$ cat src/rtl/dac_front_pkg.sv
package dac_front_pkg;

  typedef enum logic [1:0] {
    LD_NONE   = 2'd0,
    LD_LOW    = 2'd1,
    LD_HIGH   = 2'd2,
    LD_SERIAL = 2'd3
  } load_e;

  // Active-low byte enables to load kind; both low selects serial shifting.
  function automatic load_e decode_load(input logic lo_n, input logic hi_n);
    case ({hi_n, lo_n})
      2'b00:   return LD_SERIAL;
      2'b10:   return LD_LOW;
      2'b01:   return LD_HIGH;
      default: return LD_NONE;
    endcase
  endfunction

endpackage

$ cat src/rtl/dac_wr_strobe.sv
module dac_wr_strobe (
  input  logic clk,
  input  logic rst,
  input  logic wr_n,
  input  logic cs_n,
  output logic strobe
);
  logic wr_q;

  always_ff @(posedge clk) begin
    if (rst) wr_q <= 1'b1;
    else     wr_q <= wr_n;
  end

  // Fires on the first sampled low of the strobe, gated by chip select.
  assign strobe = wr_q & ~wr_n & ~cs_n;
endmodule

$ cat src/rtl/dac_input_regs.sv
module dac_input_regs
  import dac_front_pkg::*;
#(
  parameter int BYTE_W = 8,
  localparam int WORD_W = 2 * BYTE_W
) (
  input  logic              clk,
  input  logic              rst,
  input  logic              clr,
  input  logic              strobe,
  input  load_e             load,
  input  logic [BYTE_W-1:0] bus,
  output logic [WORD_W-1:0] word_next
);
  logic [BYTE_W-1:0] lo_q, hi_q;
  logic [BYTE_W-1:0] lo_d, hi_d;
  logic [WORD_W-1:0] shifted;

  assign shifted = {hi_q[BYTE_W-2:0], lo_q, bus[0]};

  always_comb begin
    lo_d = lo_q;
    hi_d = hi_q;
    if (clr) begin
      lo_d = '0;
      hi_d = '0;
    end else if (strobe) begin
      case (load)
        LD_LOW:    lo_d = bus;
        LD_HIGH:   hi_d = bus;
        LD_SERIAL: {hi_d, lo_d} = shifted;
        default:   ;
      endcase
    end
  end

  always_ff @(posedge clk) begin
    if (rst) begin
      lo_q <= '0;
      hi_q <= '0;
    end else begin
      lo_q <= lo_d;
      hi_q <= hi_d;
    end
  end

  // Post-update word so a same-write transfer passes new data through.
  assign word_next = {hi_d, lo_d};
endmodule

$ cat src/rtl/dac_out_reg.sv
module dac_out_reg #(
  parameter int WORD_W   = 16,
  parameter bit UNIPOLAR = 1'b0,
  localparam logic [WORD_W-1:0] FLIP = UNIPOLAR ? {1'b1, {(WORD_W-1){1'b0}}} : '0
) (
  input  logic              clk,
  input  logic              rst,
  input  logic              clr,
  input  logic              fire,
  input  logic [WORD_W-1:0] word_in,
  output logic [WORD_W-1:0] code
);
  always_ff @(posedge clk) begin
    if (rst || clr)  code <= FLIP;
    else if (fire)   code <= word_in ^ FLIP;
  end
endmodule

$ cat src/rtl/dac_byte_front.sv
module dac_byte_front
  import dac_front_pkg::*;
#(
  parameter int BYTE_W   = 8,
  parameter bit UNIPOLAR = 1'b0,
  localparam int WORD_W  = 2 * BYTE_W
) (
  input  logic              clk,
  input  logic              rst,
  input  logic              cs_n,
  input  logic              wr_n,
  input  logic              clr_n,
  input  logic              sel_lo_n,
  input  logic              sel_hi_n,
  input  logic              xfer_n,
  input  logic [BYTE_W-1:0] bus,
  output logic [WORD_W-1:0] code
);
  logic              strobe;
  logic              clr;
  load_e             load;
  logic [WORD_W-1:0] word_next;

  assign clr  = ~clr_n;
  assign load = decode_load(sel_lo_n, sel_hi_n);

  dac_wr_strobe u_strobe (
    .clk    (clk),
    .rst    (rst),
    .wr_n   (wr_n),
    .cs_n   (cs_n),
    .strobe (strobe)
  );

  dac_input_regs #(.BYTE_W(BYTE_W)) u_inregs (
    .clk       (clk),
    .rst       (rst),
    .clr       (clr),
    .strobe    (strobe),
    .load      (load),
    .bus       (bus),
    .word_next (word_next)
  );

  dac_out_reg #(.WORD_W(WORD_W), .UNIPOLAR(UNIPOLAR)) u_outreg (
    .clk     (clk),
    .rst     (rst),
    .clr     (clr),
    .fire    (strobe & ~xfer_n),
    .word_in (word_next),
    .code    (code)
  );
endmodule

$ cat config.mk
export PLATFORM = sky130hd
export DESIGN_NAME = dac_byte_front
export DESIGN_NICKNAME = d
export VERILOG_FILES = /design/src/rtl/dac_front_pkg.sv /design/src/rtl/dac_wr_strobe.sv /design/src/rtl/dac_input_regs.sv /design/src/rtl/dac_out_reg.sv /design/src/rtl/dac_byte_front.sv
export SDC_FILE = /design/constraint.sdc
export NUM_CORES = 1
export LEC_CHECK = 0
export BUFFER_PORTS_ARGS = -buffer_cell sky130_fd_sc_hd__buf_2
export CORE_MARGIN = 8
export CORE_UTILIZATION = 52
export CTS_CLUSTER_DIAMETER = 80
export DETAILED_ROUTE_END_ITERATION = 16
export PLACE_DENSITY_LB_ADDON = 0.1
export SYNTH_ARGS = -nofsm -noshare
export SYNTH_HDL_FRONTEND = slang
export SYNTH_SLANG_ARGS = --single-unit
$ cat constraint.sdc
create_clock -name clk -period 1.9 [get_ports clk]
set_clock_uncertainty 0.1 [all_clocks]
set_input_delay 0.38 -clock clk [delete_from_list [all_inputs] [get_ports clk]]
set_output_delay 0.38 -clock clk [all_outputs]
set_load 0.01 [all_outputs]
After elaboration in Yosys (flattened, before gate mapping)
Cells that the tools add are included.
{ "classes": {"add_sub_neg": 0, "n_mul": 0, "div_mod_pow": 0, "muxes": 7, "magnitude_cmp": 0, "n_reduce_logical": 2, "n_shift": 0, "n_bitwise": 7, "eq_ne": 5} }
{ "op_table": {"columns": ["operator", "count"], "rows": [
  ["8-bit two-way mux", 4],
  ["8-bit one-hot mux with 2 select lines", 2],
  ["2-bit equality test, second input constant", 3],
  ["2-bit one-hot mux with 3 select lines", 1],
  ["2-bit by 1-bit equality test with 1-bit output, second input constant", 2],
  ["1-bit inverter", 4],
  ["1-bit bitwise AND", 3],
  ["2-bit logical NOT", 1],
  ["1-bit logical OR", 1]
]} }
{ "totals": {"inputBits": 16, "wordCells": 25, "ram_bits": 0, "mem_bits_ro": 0, "n_memories": 0, "latchBits": 0, "regBits": 33, "out_inout_bits": 16} }

Depth between registers and ports, before layout
Gate-level depths: netlist (run 1).
{ "logic_depth": {"depth_word": 6, "mapped_depth": 5, "ltp_nobuf": 3} }

By module
A second synthesis (run 1) with hierarchy kept.
{ "unflattened": {"cells_unflattened": 157, "hier_area_um2": 1705.4} }
{ "modules_own_cells": {"columns": ["module", "area_each_um2", "n_inst", "cells_per_inst", "seq_area_each_um2"], "rows": [
  ["dac_input_regs", 1064.8, 1, 97, 320.3],
  ["dac_out_reg", 581.8, 1, 53, 320.3],
  ["dac_wr_strobe", 33.8, 1, 3, 20.0],
  ["dac_byte_front", 25.0, 1, 4, 0.0]
]} }

Worst setup path after synthesis (run 1)
OpenSTA, ideal clock, no wires.
{ "synth_path": {"kind": "input to register", "from": "input port sel_lo_n", "to": "register u_outreg.code[0]", "n_path_buf": 2, "setup_slack_ps": 369, "arrival_ps": 1361, "path_stages": 5, "t_required_ps": 1730, "setup_ps": 70, "path_cell_list": "buf_6 nor4b_4 buf_6 mux2_4 o2bb2ai_1"} }
{ "synth_via": {"elab_chain_len": 6, "word_cells_on_any_way": 9, "classes_between": "4 x eq/ne; 4 x mux; 1 x reduce/logical"} }
{ "synth_lines": {"columns": ["element", "line", "rtl"], "rows": [
  ["start: declaration", "dac_byte_front.sv:13", "input logic sel_lo_n,"],
  ["2-bit by 1-bit equality test with 1-bit output, or another cell as far along", "dac_front_pkg.sv:12", "case ({hi_n, lo_n})"],
  ["2-bit one-hot mux with 3 select lines *", "dac_front_pkg.sv:12", null],
  ["2-bit equality test or 2-bit by 1-bit equality test with 1-bit output (tied branches)", "dac_input_regs.sv:28", "case (load)"],
  ["8-bit one-hot mux with 2 select lines *", "dac_input_regs.sv:28", null],
  ["8-bit two-way mux *", "dac_input_regs.sv:27", "end else if (strobe) begin"],
  ["8-bit two-way mux *", "dac_input_regs.sv:24", "if (clr) begin"],
  ["end signal: assignment", "dac_out_reg.sv:15", "else if (fire) code <= word_in ^ FLIP;"],
  ["end: declaration", "dac_out_reg.sv:11", "output logic [WORD_W-1:0] code"]
]} }
Every way passes the cells marked *; elsewhere a longest branch is shown, timed or not.
A chain may end at the register's enable or synchronous reset.

Worst setup path after layout (run 1)
{ "layout_path": {"from": "register u_strobe.wr_q", "to": "register u_outreg.code[0]"} }
{ "layout_via": {"elab_chain_len": 4, "word_cells_on_any_way": 5, "classes_between": "2 x mux; 3 x bitwise"} }
{ "layout_lines": {"columns": ["element", "line", "rtl"], "rows": [
  ["start: declaration", "dac_wr_strobe.sv:8", "logic wr_q;"],
  ["start signal: assignment", "dac_wr_strobe.sv:12", "else wr_q <= wr_n;"],
  ["1-bit bitwise AND * (2 in series)", "dac_wr_strobe.sv:16", "assign strobe = wr_q & ~wr_n & ~cs_n;"],
  ["8-bit two-way mux", "dac_input_regs.sv:27", null],
  ["8-bit two-way mux", "dac_input_regs.sv:24", null]
]} }
Marks and branches as above.

==> impl_metrics.toml, run 1 <==
[run_status]
status = "complete, no violations"

[floorplanning]
die-area_sq_um = 4543
start_util = 0.5495
pin_count = 32
die_x_um = 67.40
coreArea_sq_um = 2500
die_h_um = 67.40
num_rows = 18

[global_route]
antenna_found_initial = 0
grt_usage = 0.1280
grt_overflow = 0
grt_max_degree = 17
grt_pass1_vias = 1020
grt_pass1_wl_um = 4485

[flow_run]
maxCapViolations = 0

[sta]
rsz0062_at_grt = "no"
finalHoldViolations = 0
drv_slew = 0
hold_slack_ns = 0.1421
final.setup.tns_ns = 0
min_period_over_period = 0.7340
slew_headroom = 0.8258
fin_crit_ns = 1.395
max_freq_mhz = 717.1
worst_pin_slew_ns = 0.2540
setup_viol = 0

[critical_path]
crit_family = "flip-flops"
critPathKind = "reg2reg"
r2r_slack_ns = 0.51
cpMaxStageDelayCell = "dfxtp_1"
end_kind = "flop"
cp_slowest_stage_delay_ns = 0.36
cp_cell_sequence = "nor4b_4 > buf_4 > mux2_4 > o2bb2ai_1"
cp.arrival_ns = 1.55
cp.depth = 4
cp_data_required_time_ns = 2.05
rr_worst_depth = 4
cp_num_buf_inv = 1
crit_path_start_kind = "flop"
worst-path-max-fanout = 8

[power]
p_leak_nw = 0.6575
total_power_mw = 1.235
p_per_area_nw_per_um2 = 769.1
vdd_drop_max_mv = 0.5543

[yosys]
yosysMostFrequentCell = "dfxtp_1"
synthesis.area_sq_um = 1374
avgSynthCellArea_sq_um = 12.05
synth_edf_count = 0
synth_area_leaders = "dfxtp_1 48%, mux2_2 12%, mux2i_1 11%"
synth_xor_area_frac = 0
synthMuxAreaShare = 0.2432
yosysUniqueCellTypes = 17
synth_nets = 130
async_flop_share = 0
syn_inst = 114
synth_seq_cells = 33
yosys.area_share.adder = 0
synth-simple-area-share = 0.1084
synth_top_area_frac = 0.4809
synth_ff_type = "dfxtp_1"
seq_area_frac_synth = 0.4809
yosys-top-cells-count = "33 x dfxtp_1, 17 x nor2_1, 15 x mux2_2, 15 x mux2i_1, 14 x o2bb2ai_1"
synth_top_family_by_area = "multiplexers"
synth_top_area_cell = "dfxtp_1"
yosysWarningCount = 0
synth_compound_area_frac = 0.1175

[placed_design]
dpl.hpwl_um = 1984
port_buffers = 31
gp_congestion = 0.8449

[detailed_routing]
routedWlPerCell_um = 15.38
dr.pass1.iters = 2
postRouteAntennaNets = 0
viasPerCell = 5.394
route.vias.total = 971
drc = 0
drt-total-wl_um = 2769
drtIter0Drc = 48

[layout]
nets = 165
synthToLayoutAreaGrowth_pct = 16.85
drive_above_1_share = 0.4467
diodes = 0

[min_path]
hp-class = "in2reg"
worstHoldPathCells = 2

[cts]
cts_tree = "yes"
postCtsHoldBufs = 0
clk_pin_slew_ns = 0.10
cts_buffer_depth = 2
clock_latency_ns = 0.31
clkSinkCount = 33
cts_root_buf = "clkbuf_4"
cts_buffers = 5
cts-resized-gates = 0
ctsHtreeMaxLevel = 2
cts_setup_buffers = 0
==> logic make-up (layout without fill, tap and decap cells) <==
group           count (synthesis)  after routing
buf+inv                         8             44
mux                            31             31
simple gates                   25             25
flops                          33             33
compound gates                 17             17
==> power breakdown <==
| group | internal (mW) | switching [mW] | leakage [nW] |
|---|---|---|---|
| clock network | 0.214 | 0.220 | 0.0413 |
| registers | 0.695 | 0.00223 | 0.266 |
| logic | 0.0503 | 0.0529 | 0.350 |
| total | 0.960 | 0.275 | 0.658 |
==> worst paths after layout <==
check,end,from
min reg2reg,u_outreg.code[7],u_outreg.code[7]
min,u_inregs.lo_q[0],rst
max,u_outreg.code[0],u_strobe.wr_q
max reg2reg,u_outreg.code[0],u_strobe.wr_q
==> final cells by class <==
class	count	area, sq um
Clock inverter	1	5.005
Tap cell	30	37.54
Timing Repair Buffer	36	192.7
Clock buffer	7	65.06
Multi-Input combinational cell	73	644.4
Sequential cell	33	660.6
Fill cell	222	894.6
==> registers in the layout (all words and copies together) (netlist names) <==
name / flops
u_outreg.code: 16
u_inregs.hi_q: 8
u_inregs.lo_q: 8
u_strobe.wr_q: 1
==> placed cells by master, fill, tap and decap left out, types with 5 or more instances in the layout <==
master,synthesis,final
dfxtp_1,33,33
buf_2,1,31
nor2_1,17,17
mux2_2,15,15
mux2i_1,15,15
o2bb2ai_1,14,14
clkbuf_4,0,5
buf_4,0,5
==> metrics by stage <==
step | area [sq um] | std cells | setup slack [ns] | utilization
2_1_floorplan | 1374 | 114 | 0.3692 | -
3_3_place_gp | 1535 | 172 | 0.2387 | 0.6141
3_5_place_dp | 1535 | 172 | 0.2147 | 0.6141
5_1_grt | 1605 | 180 | 0.4066 | 0.6421
6_report | 1605 | 180 | 0.5054 | 0.6421
4_1_cts | 1605 | 180 | 0.5154 | 0.6421
==> per-layer routing <==
metal	track usage	part of all wire
met4	0.06266	0.019
met2	0.2103	0.46
met5	0	0
met3	0.04636	0.072
met1	0.1442	0.45
==> worst register-to-register path: stages (launching register included) <==
cell and delay (ns):
dfxtp_1 0.36, nor4b_4 0.19, buf_4 0.22, mux2_4 0.32, o2bb2ai_1 0.14
(Power assumes the default switching activity.)
==> run 2, diff against run 1 <==
CORE_UTILIZATION = 47   (was 52)
clock period = 1.2 ns   (was 1.9 ns; I/O delays follow)
==> run 2 against run 1 <==
The flow now finishes with violations (setup timing). Hold slack got worse by 0.10 ns. Setup slack got worse by 0.64 ns. Sequential power rose by 58%. Critical path type unchanged. First-iteration DRC count fell by 67%. Non-clock buffer count rose by 6. Design area rose by 15%. Critical endpoint unchanged. Fmax rose by 4.1%. Register-to-register slack got worse by 0.64 ns. Routed wire length rose by 5.7%.
==> impl_metrics.toml, run 2 (same netlist as run 1, synthesis figures left out) <==
[run_status]
status = "complete, but fails checks"
violations = "setup timing"

[detailed_routing]
route.vias.total = 1014
drtIter0Drc = 16
routedWlPerCell_um = 15.65
viasPerCell = 5.422
drt-total-wl_um = 2927
drc = 0
dr.pass1.iters = 4
postRouteAntennaNets = 0

[critical_path]
cp.arrival_ns = 1.51
cp_cell_sequence = "nor4b_4 > buf_12 > mux2_4 > o2bb2ai_2"
r2r_slack_ns = -0.14
end_kind = "flop"
cpMaxStageDelayCell = "dfxtp_2"
cp_slowest_stage_delay_ns = 0.35
crit_path_start_kind = "flop"
critPathKind = "reg2reg"
timing.rr.start = "u_strobe.wr_q"
worst-path-max-fanout = 8
cp_data_required_time_ns = 1.37
worstReg2RegEnd = "u_outreg.code[0]"
rr_worst_depth = 4

[layout]
synthToLayoutAreaGrowth_pct = 34.34
nets = 171
fin_cells = 187
largestRegisters = "u_outreg.code: 16 flops, u_inregs.hi_q: 8 flops, u_inregs.lo_q: 8 flops"
diodes = 0
largest_register = "u_outreg.code"
largest_register_ffs = 16
final_cell_mix = "31 x buf_2, 20 x dfxtp_1, 16 x nor2_1"
nFillCells = 234
final_common_cell = "buf_2"
drive_above_1_share = 0.6410

[power]
p_switching_mw = 0.4731
p_int_mw = 1.552
p_leak_nw = 0.7250
switching_share = 0.2336
vdd_drop_max_mv = 0.8090
clkPwrFrac = 0.347
seq_power_share = 0.546
total_power_mw = 2.025
p_comb_frac = 0.107
p_per_area_nw_per_um2 = 1097

[placed_design]
place_inst = 177
gp_congestion = 0.8179
dpl_worst_slack_ns = -0.2709
port_buffers = 31
dpl.hpwl_um = 2167

[global_route]
grt_pass1_wl_um = 4871
grt_max_degree = 17
grt_overflow = 0
grt_usage = 0.1206
antenna_found_initial = 0
grt_pass1_vias = 1104

[flow_run]
maxCapViolations = 0

[cts]
clock_latency_ns = 0.33
cts_root_buf = "clkbuf_4"
cts_buffers = 5
cts_buffer_depth = 2
ctsHtreeMaxLevel = 2
clkSinkCount = 33
clk_pin_slew_ns = 0.10
cts_tree = "yes"

[sta]
max_freq_mhz = 746.7
worst_pin_slew_ns = 0.2546
hold_slack_ns = 0.04079
rsz0062_at_grt = "yes"
fin_crit_ns = 1.339
setup_viol = 32
finalHoldViolations = 0
slew_headroom = 0.8296
drv_slew = 0
fin_ws_ns = -0.1393
min_period_over_period = 1.116

[floorplanning]
die_x_um = 70.07
start_util = 0.4982
pin_count = 32
die_h_um = 70.07
die-area_sq_um = 4909
coreArea_sq_um = 2758
num_rows = 19

[min_path]
worstHoldPathCells = 2
hold_start = "rst"
hp-class = "in2reg"
hold_end = "u_strobe.wr_q"
## run 2: changes by cell type in the layout (fill, tap and decap cells not counted), sizes merged
cell	delta
buf	+5
dlygate4sd3	+1
## run 2: metrics by stage
step	TNS (ns)	utilization	instance area, sq um
after floorplan	-2.520	-	1395
after global placement	-6.866	0.5830	1608
after detailed placement	-7.006	0.5830	1608
after CTS	-3.227	0.6325	1744
after global routing	-5.098	0.6692	1846
final	-3.152	0.6692	1846
## run 2: worst max-delay path: cells and delay by family (launching register included)
| family | cells | cell delay (ns) |
|---|---|---|
| buf+inv | 1 | 0.18 |
| mux | 1 | 0.31 |
| flops | 1 | 0.35 |
| compound gates | 1 | 0.10 |
| simple gates | 1 | 0.24 |
## run 2: cell type report
type / count / area (sq um) / area share
flip-flops and latches: 33 / 676.9 / 0.3668
repair buffers: 42 / 277.8 / 0.1505
well taps: 31 / 38.79 / 0.02102
clock inverters: 1 / 5.005 / 0.002712
clock buffers: 7 / 65.06 / 0.03525
multi-input cells: 73 / 782.0 / 0.4237
## run 2: how the worst max path moves through the flow
stage	startpoint	end	cells past startpoint
3_5_place_dp	wr_n	u_outreg.code[0]	5
3_3_place_gp	wr_n	u_outreg.code[0]	5
2_1_floorplan	sel_lo_n	u_outreg.code[0]	5
5_1_grt	u_strobe.wr_q	u_outreg.code[3]	4
6_report	u_strobe.wr_q	u_outreg.code[0]	4
4_1_cts	u_strobe.wr_q	u_outreg.code[0]	4
## run 2: power groups by stage
stage          clock, mW  sequential, mW  combinational (mW)
4_1_cts            0.731            1.11               0.204
6_report           0.703            1.10               0.217
5_1_grt            0.773            1.11               0.230
3_5_place_dp           0            1.13               0.188
2_1_floorplan          0            1.13               0.123
3_3_place_gp           0            1.13               0.185
## run 2: timing repair
action | 4_1_cts | 5_1_grt
resized for setup | 11 | 24
buffers inserted | 0 | 1
setup endpoints to repair | 32 | 41
cloned | 0 | 0
hold buffers | 1 | 0
hold endpoints to repair | 1 | 0
## run 2: metal layers
metal | track usage | vias up | share of wire
met1 | 0.1299 | 488 | 0.47
met3 | 0.06215 | 4 | 0.067
li1 | - | 495 | -
met4 | 0.04688 | 0 | 0.011
met5 | 0 | - | 0
met2 | 0.1959 | 27 | 0.46
==> run 3, diff against run 2 <==
--- a/config.mk
+++ b/config.mk
@@ -9,6 +9,6 @@
 export CORE_MARGIN = 8
-export CORE_UTILIZATION = 47
+export CORE_UTILIZATION = 52
 export CTS_CLUSTER_DIAMETER = 80
 export DETAILED_ROUTE_END_ITERATION = 16
-export PLACE_DENSITY_LB_ADDON = 0.1
+export PLACE_DENSITY = 0.74
 export SYNTH_ARGS = -nofsm -noshare
==> constraint.sdc (replaced) <==
create_clock -name clk -period 1.3 [get_ports clk]
set_clock_uncertainty 0.1 [all_clocks]
set_input_delay 0.065 -clock clk [delete_from_list [all_inputs] [get_ports clk]]
set_output_delay 0.065 -clock clk [all_outputs]
set_load 0.01 [all_outputs]
==> run 3 against run 2 <==
The run still ends with setup timing left. Sequential power down 7%. Combinational power fell by 14%. Critical path depth did not move. Register-to-register slack gained 0.05 ns. Global-route usage up 2.7 points. Routed wire length is 3.8% higher. Die area down 7.5%. Via count down 2.8%. Hold slack worse by 0.018 ns. Clock power down 23%. Highest routed layer unchanged.
==> impl_metrics.toml, run 3 (same netlist as run 1, synthesis figures left out) <==
[detailed_routing]
route.vias.total = 986
drt-total-wl_um = 3038
postRouteAntennaNets = 0
dr.pass1.iters = 4
routedWlPerCell_um = 16.42
drtIter0Drc = 25
drc = 0
viasPerCell = 5.330

[global_route]
grt_pass1_vias = 1047
grt_overflow = 0
grt_pass1_wl_um = 4947
gr-usage-met3 = 0.06291
busiest_layer = "met2"
grt_use_met1 = 0.1683
grt_max_degree = 17
grt_usage = 0.1473
grt_util_met2 = 0.2258
antenna_found_initial = 0

[critical_path]
timing.rr.start = "u_strobe.wr_q"
rr_worst_depth = 4
cp_data_required_time_ns = 1.43
endpoint = "u_outreg.code[11]"
worstReg2RegEnd = "u_outreg.code[11]"
cp.arrival_ns = 1.52
r2r_slack_ns = -0.09
worst-path-max-fanout = 8
setup.worst_path.start = "u_strobe.wr_q"
end_kind = "flop"
critPathKind = "reg2reg"
crit_path_start_kind = "flop"

[sta]
fin_crit_ns = 1.393
rsz0062_at_grt = "yes"
max_freq_mhz = 718.0
slew_headroom = 0.8001
min_period_over_period = 1.071
worst_pin_slew_ns = 0.2986
fin_ws_ns = -0.09280
setup_viol = 28
final.setup.tns_ns = -0.9957
drv_slew = 0
finalHoldViolations = 0

[placed_design]
dpl.hpwl_um = 2165
gp_congestion = 0.8825
place_area_sq_um = 1583
port_buffers = 31
dpl_worst_slack_ns = -0.1246

[power]
clkPwrFrac = 0.309
vdd_drop_max_mv = 0.8513
p_leak_nw = 0.6884
switching_share = 0.2445
seq_power_share = 0.585
p_switching_mw = 0.4266
p_per_area_nw_per_um2 = 1011
p_int_mw = 1.318
total_power_mw = 1.744
p_comb_frac = 0.107

[flow_run]
maxCapViolations = 0

[layout]
final_util = 0.6902
final_cell_mix = "32 x dfxtp_1, 31 x buf_2, 17 x nor2_1"
diodes = 0
drive_above_1_share = 0.5032
final_common_cell = "dfxtp_1"
largest_register_ffs = 16
final_area_sq_um = 1725
largestRegisters = "u_outreg.code: 16 flops, u_inregs.hi_q: 8 flops, u_inregs.lo_q: 8 flops"
largest_register = "u_outreg.code"
synthToLayoutAreaGrowth_pct = 25.59
nFillCells = 199
nets = 170

[cts]
cts_buffers = 5
cts_setup_buffers = 0
cts_root_buf = "clkbuf_4"
cts_buffer_depth = 2
clk_pin_slew_ns = 0.10
clkSinkCount = 33
cts_tree = "yes"
ctsHtreeMaxLevel = 2
clock_latency_ns = 0.33

[floorplanning]
start_util = 0.5495
die-area_sq_um = 4543
die_x_um = 67.40
die_h_um = 67.40
coreArea_sq_um = 2500
num_rows = 18
pin_count = 32

[run_status]
status = "complete, but fails checks"
violations = "setup timing"

[min_path]
hp-class = "in2reg"
==> run 3: cell types whose count changed in the layout (fill, tap and decap cells not counted), moves of 2 or more <==
cell / previous run / this run
o2bb2ai_2: 7 / 4
o2bb2ai_1: 9 / 12
mux2i_4: 8 / 4
dfxtp_2: 13 / 1
clkbuf_8: 2 / 0
dfxtp_1: 20 / 32
mux2i_1: 6 / 9
==> run 3: power groups by stage <==
| stage | Combinational (mW) | Sequential (mW) | Clock (mW) |
|---|---|---|---|
| 2_1_floorplan | 0.107 | 1.04 | 0 |
| 3_3_place_gp | 0.162 | 1.04 | 0 |
| 3_5_place_dp | 0.165 | 1.04 | 0 |
| 4_1_cts | 0.178 | 1.02 | 0.552 |
| 5_1_grt | 0.197 | 1.02 | 0.610 |
| 6_report | 0.186 | 1.02 | 0.538 |
==> run 3: critical path: stages, from the launching register on <==
cell and delay, ns:
dfxtp_2 0.35, nor4b_4 0.28, buf_12 0.20, mux2i_2 0.26, o2bb2ai_1 0.10
==> run 3: final cells by class <==
| cell class | instances | area (sq um) | share of cell area |
|---|---|---|---|
| well taps | 30 | 37.54 | 0.02175 |
| clock buffers | 6 | 41.29 | 0.02393 |
| repair buffers | 41 | 260.3 | 0.1508 |
| clock inverters | 2 | 10.01 | 0.005801 |
| flip-flops and latches | 33 | 661.9 | 0.3836 |
| multi-input cells | 73 | 714.4 | 0.4141 |
==> run 3: metrics by stage <==
stage / hold WS (ns) / cells
after floorplan: 0.03678 / 114
after global placement: 0.1675 / 175
after detailed placement: 0.1796 / 175
after CTS: 0.01026 / 185
after global routing: 0.02356 / 185
final: 0.02315 / 185
==> run 3: routing by layer <==
metal | part of all wire | up-vias
met1 | 0.43 | 459
li1 | - | 489
met4 | 0.017 | 0
met2 | 0.47 | 32
met3 | 0.086 | 6
met5 | 0 | -
==> run 3: timing repair <==
action,in CTS,in global routing
hold buffers,2,0
endpoints found under the hold margin,2,0
pin swaps,5,2
gates resized for setup,8,5
setup endpoints to repair,32,32
==> run 3: how the worst min path moves through the flow <==
stage           start                to  slack (ns)  depth (start not counted)
5_1_grt        bus[0]  u_inregs.lo_q[0]        0.02                          4
3_3_place_gp      rst  u_inregs.lo_q[0]        0.17                          2
6_report       bus[0]  u_inregs.lo_q[0]        0.02                          4
2_1_floorplan     rst  u_inregs.lo_q[0]        0.04                          1
4_1_cts        bus[0]  u_inregs.lo_q[0]        0.01                          4
3_5_place_dp      rst  u_inregs.lo_q[0]        0.18                          2
